`config.mk`:
```
export PLATFORM = sky130hd
export DESIGN_NAME = opsh_unit
export DESIGN_NICKNAME = d
export VERILOG_FILES = /design/src/rtl/opsh_pkg.sv /design/src/rtl/opsh_amount_decode.sv /design/src/rtl/opsh_rotator.sv /design/src/rtl/opsh_carry_pick.sv /design/src/rtl/opsh_unit.sv
export SDC_FILE = /design/constraint.sdc
export NUM_CORES = 1
export LEC_CHECK = 0
export ABC_AREA = 1
export BUFFER_PORTS_ARGS = -buffer_cell sky130_fd_sc_hd__buf_4
export CORE_MARGIN = 5
export CORE_UTILIZATION = 45
export DETAILED_ROUTE_END_ITERATION = 7
export PLACE_DENSITY = 0.63
export RECOVER_POWER = 50
export SLEW_MARGIN = 25
export SYNTH_ARGS = -nofsm -noshare
export SYNTH_HDL_FRONTEND = slang
export SYNTH_SLANG_ARGS = --single-unit
```
`constraint.sdc`:
```
create_clock -name vclk -period 3.9
set_input_delay 0.195 -clock vclk [all_inputs]
set_output_delay 0.195 -clock vclk [all_outputs]
set_load 0.005 [all_outputs]
```
`src/rtl/opsh_pkg.sv`:
```
package opsh_pkg;

  typedef enum logic [1:0] {
    SH_LSL = 2'd0,
    SH_LSR = 2'd1,
    SH_ASR = 2'd2,
    SH_ROR = 2'd3
  } shift_kind_e;

  // How the amount is treated after the special encodings are resolved
  typedef enum logic [2:0] {
    AC_NONE = 3'd0,  // operand passes untouched
    AC_PART = 3'd1,  // ordinary shift by 1..WIDTH-1
    AC_FULL = 3'd2,  // shift by exactly WIDTH
    AC_OVER = 3'd3,  // shift by more than WIDTH
    AC_RRX  = 3'd4,  // one-bit rotate through carry
    AC_WRAP = 3'd5   // register rotate by a nonzero multiple of WIDTH
  } amt_class_e;

endpackage

```
`src/rtl/opsh_amount_decode.sv`:
```
module opsh_amount_decode
  import opsh_pkg::*;
#(
  parameter int WIDTH = 32,
  parameter int AMT_W = 8,
  localparam int SH_W = $clog2(WIDTH)
) (
  input  logic [AMT_W-1:0] amt,
  input  logic             from_reg,
  input  shift_kind_e      kind,
  output amt_class_e       cls,
  output logic [SH_W-1:0]  cnt
);

  logic [SH_W-1:0] low_bits;
  logic            high_nz;
  logic            eq_width;

  assign low_bits = amt[SH_W-1:0];
  assign high_nz  = |amt[AMT_W-1:SH_W];
  assign eq_width = (amt == AMT_W'(WIDTH));
  assign cnt      = low_bits;

  function automatic amt_class_e imm_class(input shift_kind_e k, input logic [SH_W-1:0] n);
    if (n != '0)       return AC_PART;
    else if (k == SH_LSL) return AC_NONE;
    else if (k == SH_ROR) return AC_RRX;
    else               return AC_FULL;
  endfunction

  function automatic amt_class_e reg_class(input shift_kind_e k, input logic [SH_W-1:0] n,
                                           input logic hi, input logic eq);
    if (n == '0 && !hi)  return AC_NONE;
    else if (k == SH_ROR) return (n == '0) ? AC_WRAP : AC_PART;
    else if (!hi)        return AC_PART;
    else if (eq)         return AC_FULL;
    else                 return AC_OVER;
  endfunction

  always_comb begin
    if (from_reg) cls = reg_class(kind, low_bits, high_nz, eq_width);
    else          cls = imm_class(kind, low_bits);
  end

endmodule

```
`src/rtl/opsh_rotator.sv`:
```
module opsh_rotator #(
  parameter int WIDTH = 32,
  localparam int SH_W = $clog2(WIDTH)
) (
  input  logic [WIDTH-1:0] din,
  input  logic [SH_W-1:0]  rot,
  output logic [WIDTH-1:0] dout
);

  logic [WIDTH-1:0] stage [SH_W+1];

  assign stage[0] = din;

  for (genvar s = 0; s < SH_W; s++) begin : g_stage
    localparam int STEP = 1 << s;
    assign stage[s+1] = rot[s] ? {stage[s][STEP-1:0], stage[s][WIDTH-1:STEP]} : stage[s];
  end

  assign dout = stage[SH_W];

endmodule

```
`src/rtl/opsh_carry_pick.sv`:
```
module opsh_carry_pick
  import opsh_pkg::*;
#(
  parameter int WIDTH = 32,
  localparam int SH_W = $clog2(WIDTH)
) (
  input  logic [WIDTH-1:0] opnd,
  input  shift_kind_e      kind,
  input  amt_class_e       cls,
  input  logic [SH_W-1:0]  cnt,
  input  logic             cin,
  output logic             cout
);

  // Position of the last bit to leave the word for an ordinary shift
  function automatic logic [SH_W-1:0] last_out(input shift_kind_e k, input logic [SH_W-1:0] n);
    if (k == SH_LSL) return ~n + 1'b1;   // WIDTH - n
    else             return n - 1'b1;
  endfunction

  logic [SH_W-1:0] part_idx;
  assign part_idx = last_out(kind, cnt);

  always_comb begin
    unique case (cls)
      AC_NONE: cout = cin;
      AC_PART: cout = opnd[part_idx];
      AC_FULL: cout = (kind == SH_LSL) ? opnd[0] : opnd[WIDTH-1];
      AC_OVER: cout = (kind == SH_ASR) ? opnd[WIDTH-1] : 1'b0;
      AC_RRX:  cout = opnd[0];
      AC_WRAP: cout = opnd[WIDTH-1];
      default: cout = cin;
    endcase
  end

endmodule

```
`src/rtl/opsh_unit.sv`:
```
module opsh_unit
  import opsh_pkg::*;
#(
  parameter int WIDTH = 32,
  parameter int AMT_W = 8
) (
  input  logic [WIDTH-1:0] opnd_i,
  input  logic [1:0]       kind_i,
  input  logic [AMT_W-1:0] amt_i,
  input  logic             amt_from_reg_i,
  input  logic             carry_i,
  output logic [WIDTH-1:0] result_o,
  output logic             carry_o
);

  localparam int SH_W = $clog2(WIDTH);

  shift_kind_e      kind;
  amt_class_e       amt_cls;
  logic [SH_W-1:0]  cnt;
  logic [SH_W-1:0]  rot_cnt;
  logic [WIDTH-1:0] rotated;
  logic [WIDTH-1:0] mask_r;
  logic [WIDTH-1:0] mask_l;
  logic [WIDTH-1:0] fill;
  logic [WIDTH-1:0] part_res;
  logic [WIDTH-1:0] sat_res;

  assign kind = shift_kind_e'(kind_i);

  opsh_amount_decode #(.WIDTH(WIDTH), .AMT_W(AMT_W)) u_dec (
    .amt      (amt_i),
    .from_reg (amt_from_reg_i),
    .kind     (kind),
    .cls      (amt_cls),
    .cnt      (cnt)
  );

  // A left shift is a right rotate by WIDTH - n followed by masking
  assign rot_cnt = (kind == SH_LSL) ? (~cnt + 1'b1) : cnt;

  opsh_rotator #(.WIDTH(WIDTH)) u_rot (
    .din  (opnd_i),
    .rot  (rot_cnt),
    .dout (rotated)
  );

  assign mask_r = {WIDTH{1'b1}} >> cnt;
  assign mask_l = {WIDTH{1'b1}} << cnt;
  assign fill   = {WIDTH{opnd_i[WIDTH-1]}};

  always_comb begin
    unique case (kind)
      SH_LSL: part_res = rotated & mask_l;
      SH_LSR: part_res = rotated & mask_r;
      SH_ASR: part_res = (rotated & mask_r) | (fill & ~mask_r);
      default: part_res = rotated;
    endcase
  end

  assign sat_res = (kind == SH_ASR) ? fill : '0;

  always_comb begin
    unique case (amt_cls)
      AC_PART:         result_o = part_res;
      AC_FULL,
      AC_OVER:         result_o = sat_res;
      AC_RRX:          result_o = {carry_i, opnd_i[WIDTH-1:1]};
      default:         result_o = opnd_i;
    endcase
  end

  opsh_carry_pick #(.WIDTH(WIDTH)) u_carry (
    .opnd (opnd_i),
    .kind (kind),
    .cls  (amt_cls),
    .cnt  (cnt),
    .cin  (carry_i),
    .cout (carry_o)
  );

endmodule

```
# Word-level counts from Yosys, hierarchy flattened
# Cells that the tools add are included.
# word_totals
ff_bits	0
inputBits	44
wordCells	51
# classes
addsub	2
magnitude_cmp	1
eq_ne	9
shift	2
mux	24
bitwise	6
n_reduce_logical	7
# op_table
operator	count
32-bit 2-to-1 mux	6
32-bit one-hot mux with 3 select lines	2
32-bit AND	3
32-bit NOT	1
32-bit OR	1
32-bit by 5-bit left shift with 32-bit output (first input constant)	1
32-bit by 5-bit >> shifter with 32-bit output (first input constant)	1
3-bit 2-to-1 mux	8
5-bit 2-to-1 mux	2
8-bit by 6-bit equality test with 1-bit output (second input constant)	1
3-bit by 2-bit equality test with 1-bit output (second input constant)	2
3-bit equality test (second input constant)	2
5-bit by 6-bit < comparator with 1-bit output (second input constant)	1
5-bit by 1-bit adder with 5-bit output (second input constant)	1
1-bit binary-select mux with 5-bit select	1
5-bit zero test	1
5-bit NOT	1
1-bit one-hot mux with 5 select lines	1
5-bit nonzero test	1
5-bit by 1-bit subtractor with 5-bit output (second input constant)	1
2-bit equality test (second input constant)	2
1-bit 2-to-1 mux	4
3-bit by 1-bit equality test with 1-bit output (second input constant)	1
3-bit OR reduction	1
5 further kinds	5

# Depth between registers and ports, before layout
# depth
word_depth	12
mapped_depth	20

# Modules after synthesis
# Synthesis repeated with hierarchy kept, for this count alone.
# hier_totals
hier_cells	976
hier_area_um2	4899.7
# by_module_without_submodules
module	n_inst	cells_per_inst	area_per_inst_um2	seq_area_each_um2
opsh_unit	1	435	2150.8	0.0
opsh_rotator	1	392	1974.4	0.0
opsh_carry_pick	1	123	631.9	0.0
opsh_amount_decode	1	26	142.6	0.0

# Worst setup path after synthesis
# OpenSTA, ideal clock, no wires.
# synth_path
path_kind	input to output
start	input amt_i[0]
end	output result_o[20]
arrival_time_ps	2397
required_time_ps	3705
setup_slack_ps	1308
path_stages	19
path_buffers	4
cell_sequence	buf_2 inv_2 buf_2 buf_2 ha_1 inv_1 ha_1 inv_1 nand2_1 o21ai_1 inv_1 clkbuf_1 nand3_1 nand3_1 nand3_1 nand3_1 nand2_1 nand2_1 nand3_1
# synth_between
elab_chain_len	12
elab_cells_between_ends	33
cone_classes	add/sub (1); eq/ne (5); shift (2); mux (15); bitwise (6); reduce/logical (4)
# synth_lines
element	line	rtl
start, declared	opsh_unit.sv:9	input logic [AMT_W-1:0] amt_i,
5-bit NOT	opsh_unit.sv:40	assign rot_cnt = (kind == SH_LSL) ? (~cnt + 1'b1) : cnt;
5-bit by 1-bit adder with 5-bit output	opsh_unit.sv:40	
5-bit 2-to-1 mux	opsh_unit.sv:40	
32-bit 2-to-1 mux (5 in series)	opsh_rotator.sv:16	assign stage[s+1] = rot[s] ? {stage[s][STEP-1:0], stage[s][WIDTH-1:STEP]} : stage[s];
32-bit AND	opsh_unit.sv:55, opsh_unit.sv:56	
32-bit OR	opsh_unit.sv:56	SH_ASR: part_res = (rotated & mask_r) | (fill & ~mask_r);
32-bit one-hot mux with 3 select lines	opsh_unit.sv:53	unique case (kind)
32-bit one-hot mux with 3 select lines (*)	opsh_unit.sv:64	unique case (amt_cls)
end, declared	opsh_unit.sv:12	output logic [WIDTH-1:0] result_o,
# Every way passes the cells marked *; elsewhere a longest branch is shown, timed or not.

# Final worst setup path
# layout_path
start	input kind_i[0]
end	output result_o[2]
# layout_between
elab_chain_len	11
elab_cells_between_ends	27
cone_classes	eq/ne (7); mux (15); bitwise (3); reduce/logical (2)
# layout_lines
element	line	rtl
start, declared	opsh_unit.sv:8	input logic [1:0] kind_i,
2-bit zero test	opsh_amount_decode.sv:26, opsh_unit.sv:40, opsh_unit.sv:53	
5-bit 2-to-1 mux	opsh_unit.sv:40	
32-bit 2-to-1 mux (5 in series)	opsh_rotator.sv:16	
32-bit AND	opsh_unit.sv:55, opsh_unit.sv:56	
32-bit OR	opsh_unit.sv:56	
32-bit one-hot mux with 3 select lines	opsh_unit.sv:53	
32-bit one-hot mux with 3 select lines (*)	opsh_unit.sv:64	
# Marks and branches as above.

==> summary.txt <==
Yosys
  • Cell count after synthesis: 1166
  • Largest family of logic cells by synthesized area: simple AND/OR/NAND/NOR gates
  • Syn nets: roughly 1200
  • Synth warn: 0
  • Mapped cell area: between 5000 and 6000 sq um
  • Synth Area in Compound Gates: 0.113
  • Simple-gate area share of the yosys netlist: 0.715
  • Distinct cell type count after synthesis: 31
  • XOR/XNOR Fraction of Synth Area: 0.00167
  • Register area share after synthesis: 0
  • Synthesized area per cell: 4.49 sq um
  • Post-synthesis mux area share: 0
  • Post-synthesis adder-cell area fraction: 0.0239

Pwr
  • Psw: ~0.77 mW
  • Max rail drop VDD: between 0.1 and 0.15 mV
  • Int Pwr: between 0.3 and 0.4 mW
  • Comb pwr share: 1.000
  • Switching Share: 0.684
  • Pwr Total: about 1.1 mW
  • Seq pwr share: 0
  • Leak pwr: between 3 and 4 nW
  • Pwr Density: between 150 and 200 nW/um^2
  • Clk network pwr share: 0

Placement
  • Area after DPL: between 5000 and 6000 sq um
  • PortBufs: between 70 and 80
  • Inst Count DP: ~1300
  • Pre-CTS WS: 0.755 ns
  • HPWL Detailed: approximately 22000 microns
  • GPL Wtd Cong: between 1 and 1.5

Timing
  • Final hold violations: 0
  • Worst setup margin: around 0.36 ns
  • Fin. max-slew vios: 0
  • Max Freq: approximately 280 MHz
  • Setup Viol. Count Final: 0
  • Relative slew slack: 0.426
  • Slew @ Worst Pin: ~0.86 ns
  • Fin crit period: 3.54 ns
  • Unrepaired setup endpoints after global routing: false
  • Fin crit share: 0.907
  • Fin Setup TNS: 0 ns

Floorplan
  • Die width: between 100 and 150 microns
  • Std cell rows: 39
  • Total die area: roughly 14000 sq um
  • Initial Utilization: 0.458
  • Die H: ~120 microns
  • Placeable Area: 11400 sq um
  • IO Pins: between 70 and 80

Setup path
  • Crit path kind: in -> out
  • CP arrival: about 3.3 ns
  • Worst-path fanout max: 30
  • CP Launch Type: input pin
  • Crit path capture type: primary output
  • WP data required: 3.70 ns

Drt
  • Total wire length: ~28000 microns
  • Vias/cell: 6.19
  • Initial DRC count: ~1600
  • WL/cell: 20.8 microns
  • DR pass1 iterations: 8
  • DRC: 5
  • Via count: ~8300
  • Routed Antenna Nets: 0

Final layout
  • Layout clock buffers: 0
  • Final Cell Area: 5780 sq um
  • # diodes: 0
  • Register area: 0 sq um
  • Sequential cell count: 0
  • Layout area overhead: 10.3%
  • Fillers: about 1300
  • Nets: roughly 1200
  • Share of layout cells above drive strength 1: 0.103
  • Most common cell after layout, fill and taps aside: nand2_1
  • Finished Layout Cells: 1334
  • Most frequent cells in the layout: nand2_1, nand3_1, inv_1, buf_4, o21ai_0

Global routing
  • Initial antenna violation count: 0
  • First-pass GRT wire length: 41800 microns
  • GR Overflow Total: 0
  • GRT Overall Usage: 0.375
  • Vias in the first global route: 7125
  • Largest net degree at the start of global routing: slightly above 70

Status
  • Failing checks: design-rule violations
  • Status: complete, but fails checks

CTS
  • Setup Fix Bufs, Post-CTS: 0
  • Post-CTS sizing: 0
  • Post-CTS Hold Buffers: 0

Flow run
  • Max_cap viols: 0

Hold path
  • Worst hold path class: in -> out
-- metrics by stage --
step	util	hold WS, ns
after floorplan	-	0.503
after global placement	0.505	0.714
after detailed placement	0.506	0.707
after CTS	0.506	0.711
after global routing	0.506	0.735
final	0.506	0.703
-- power groups by stage --
stage	registers, mW	logic [mW]	clock network [mW]
CTS	0	1.07	0
floorplan	0	0.663	0
detailed placement	0	1.07	0
finish	0	1.12	0
global placement	0	1.08	0
global route	0	1.20	0
-- metal layers --
metal,global-route usage,share of wire
met5,0,0
met4,0.168,0.059
met3,0.0687,0.15
met2,0.535,0.40
met1,0.541,0.39
-- critical path: stages --
cell and delay, ns:
buf_4 0.13, inv_1 0.09, ha_1 0.49, inv_1 0.14
clkbuf_2 0.44, nand2_1 0.19, nand2_2 0.26, inv_2 0.47
nand2_1 0.18, nand3_1 0.14, nand3_1 0.08, nand2_1 0.14
nand2_1 0.09, nand3_1 0.13, clkbuf_4 0.15
-- logic make-up after synthesis --
logic type,after synthesis
simple gates,882
buf+inv,177
compound gates,96
fa+ha+maj,10
xor+xnor,1
-- layout make-up --
class                      count  area (sq um)  area share
multi-input combinational    989          4480       0.776
timing repair buffer          96           718       0.124
inverter                     106           398      0.0689
tap                          143           179      0.0310
-- synth_stat cells --
master | instances | area share
a21oi_1 | 6 | 0.0057
a21oi_4 | 1 | 0.0031
buf_2 | 35 | 0.033
buf_4 | 6 | 0.0086
buf_6 | 5 | 0.011
clkbuf_1 | 25 | 0.018
clkinv_1 | 1 | 0.00072
ha_1 | 10 | 0.024
inv_1 | 95 | 0.068
inv_2 | 10 | 0.0072
nand2_1 | 551 | 0.40
nand2_2 | 4 | 0.0048
nand3_1 | 282 | 0.27
nand3b_1 | 1 | 0.0014
nand4_1 | 2 | 0.0024
nor2_1 | 32 | 0.023
nor2_2 | 3 | 0.0036
nor2_4 | 3 | 0.0065
nor3_1 | 1 | 0.00096
nor3_2 | 1 | 0.0019
nor3_4 | 1 | 0.0031
nor3b_2 | 1 | 0.0024
o2111ai_1 | 1 | 0.0017
o211ai_1 | 4 | 0.0057
o21ai_0 | 39 | 0.037
o21ai_1 | 15 | 0.014
o21ai_2 | 3 | 0.0050
o21bai_1 | 1 | 0.0014
o221ai_1 | 16 | 0.027
o22ai_1 | 10 | 0.012
xor2_1 | 1 | 0.0017
-- path summary, 6_finish.rpt --
kind,start,to,slack (ns),cells past startpoint
worst max-delay path,kind_i[0],result_o[2],0.36,15
worst min-delay path,carry_i,carry_o,0.70,4
No activity file was read; power rests on OpenSTA's default activity.
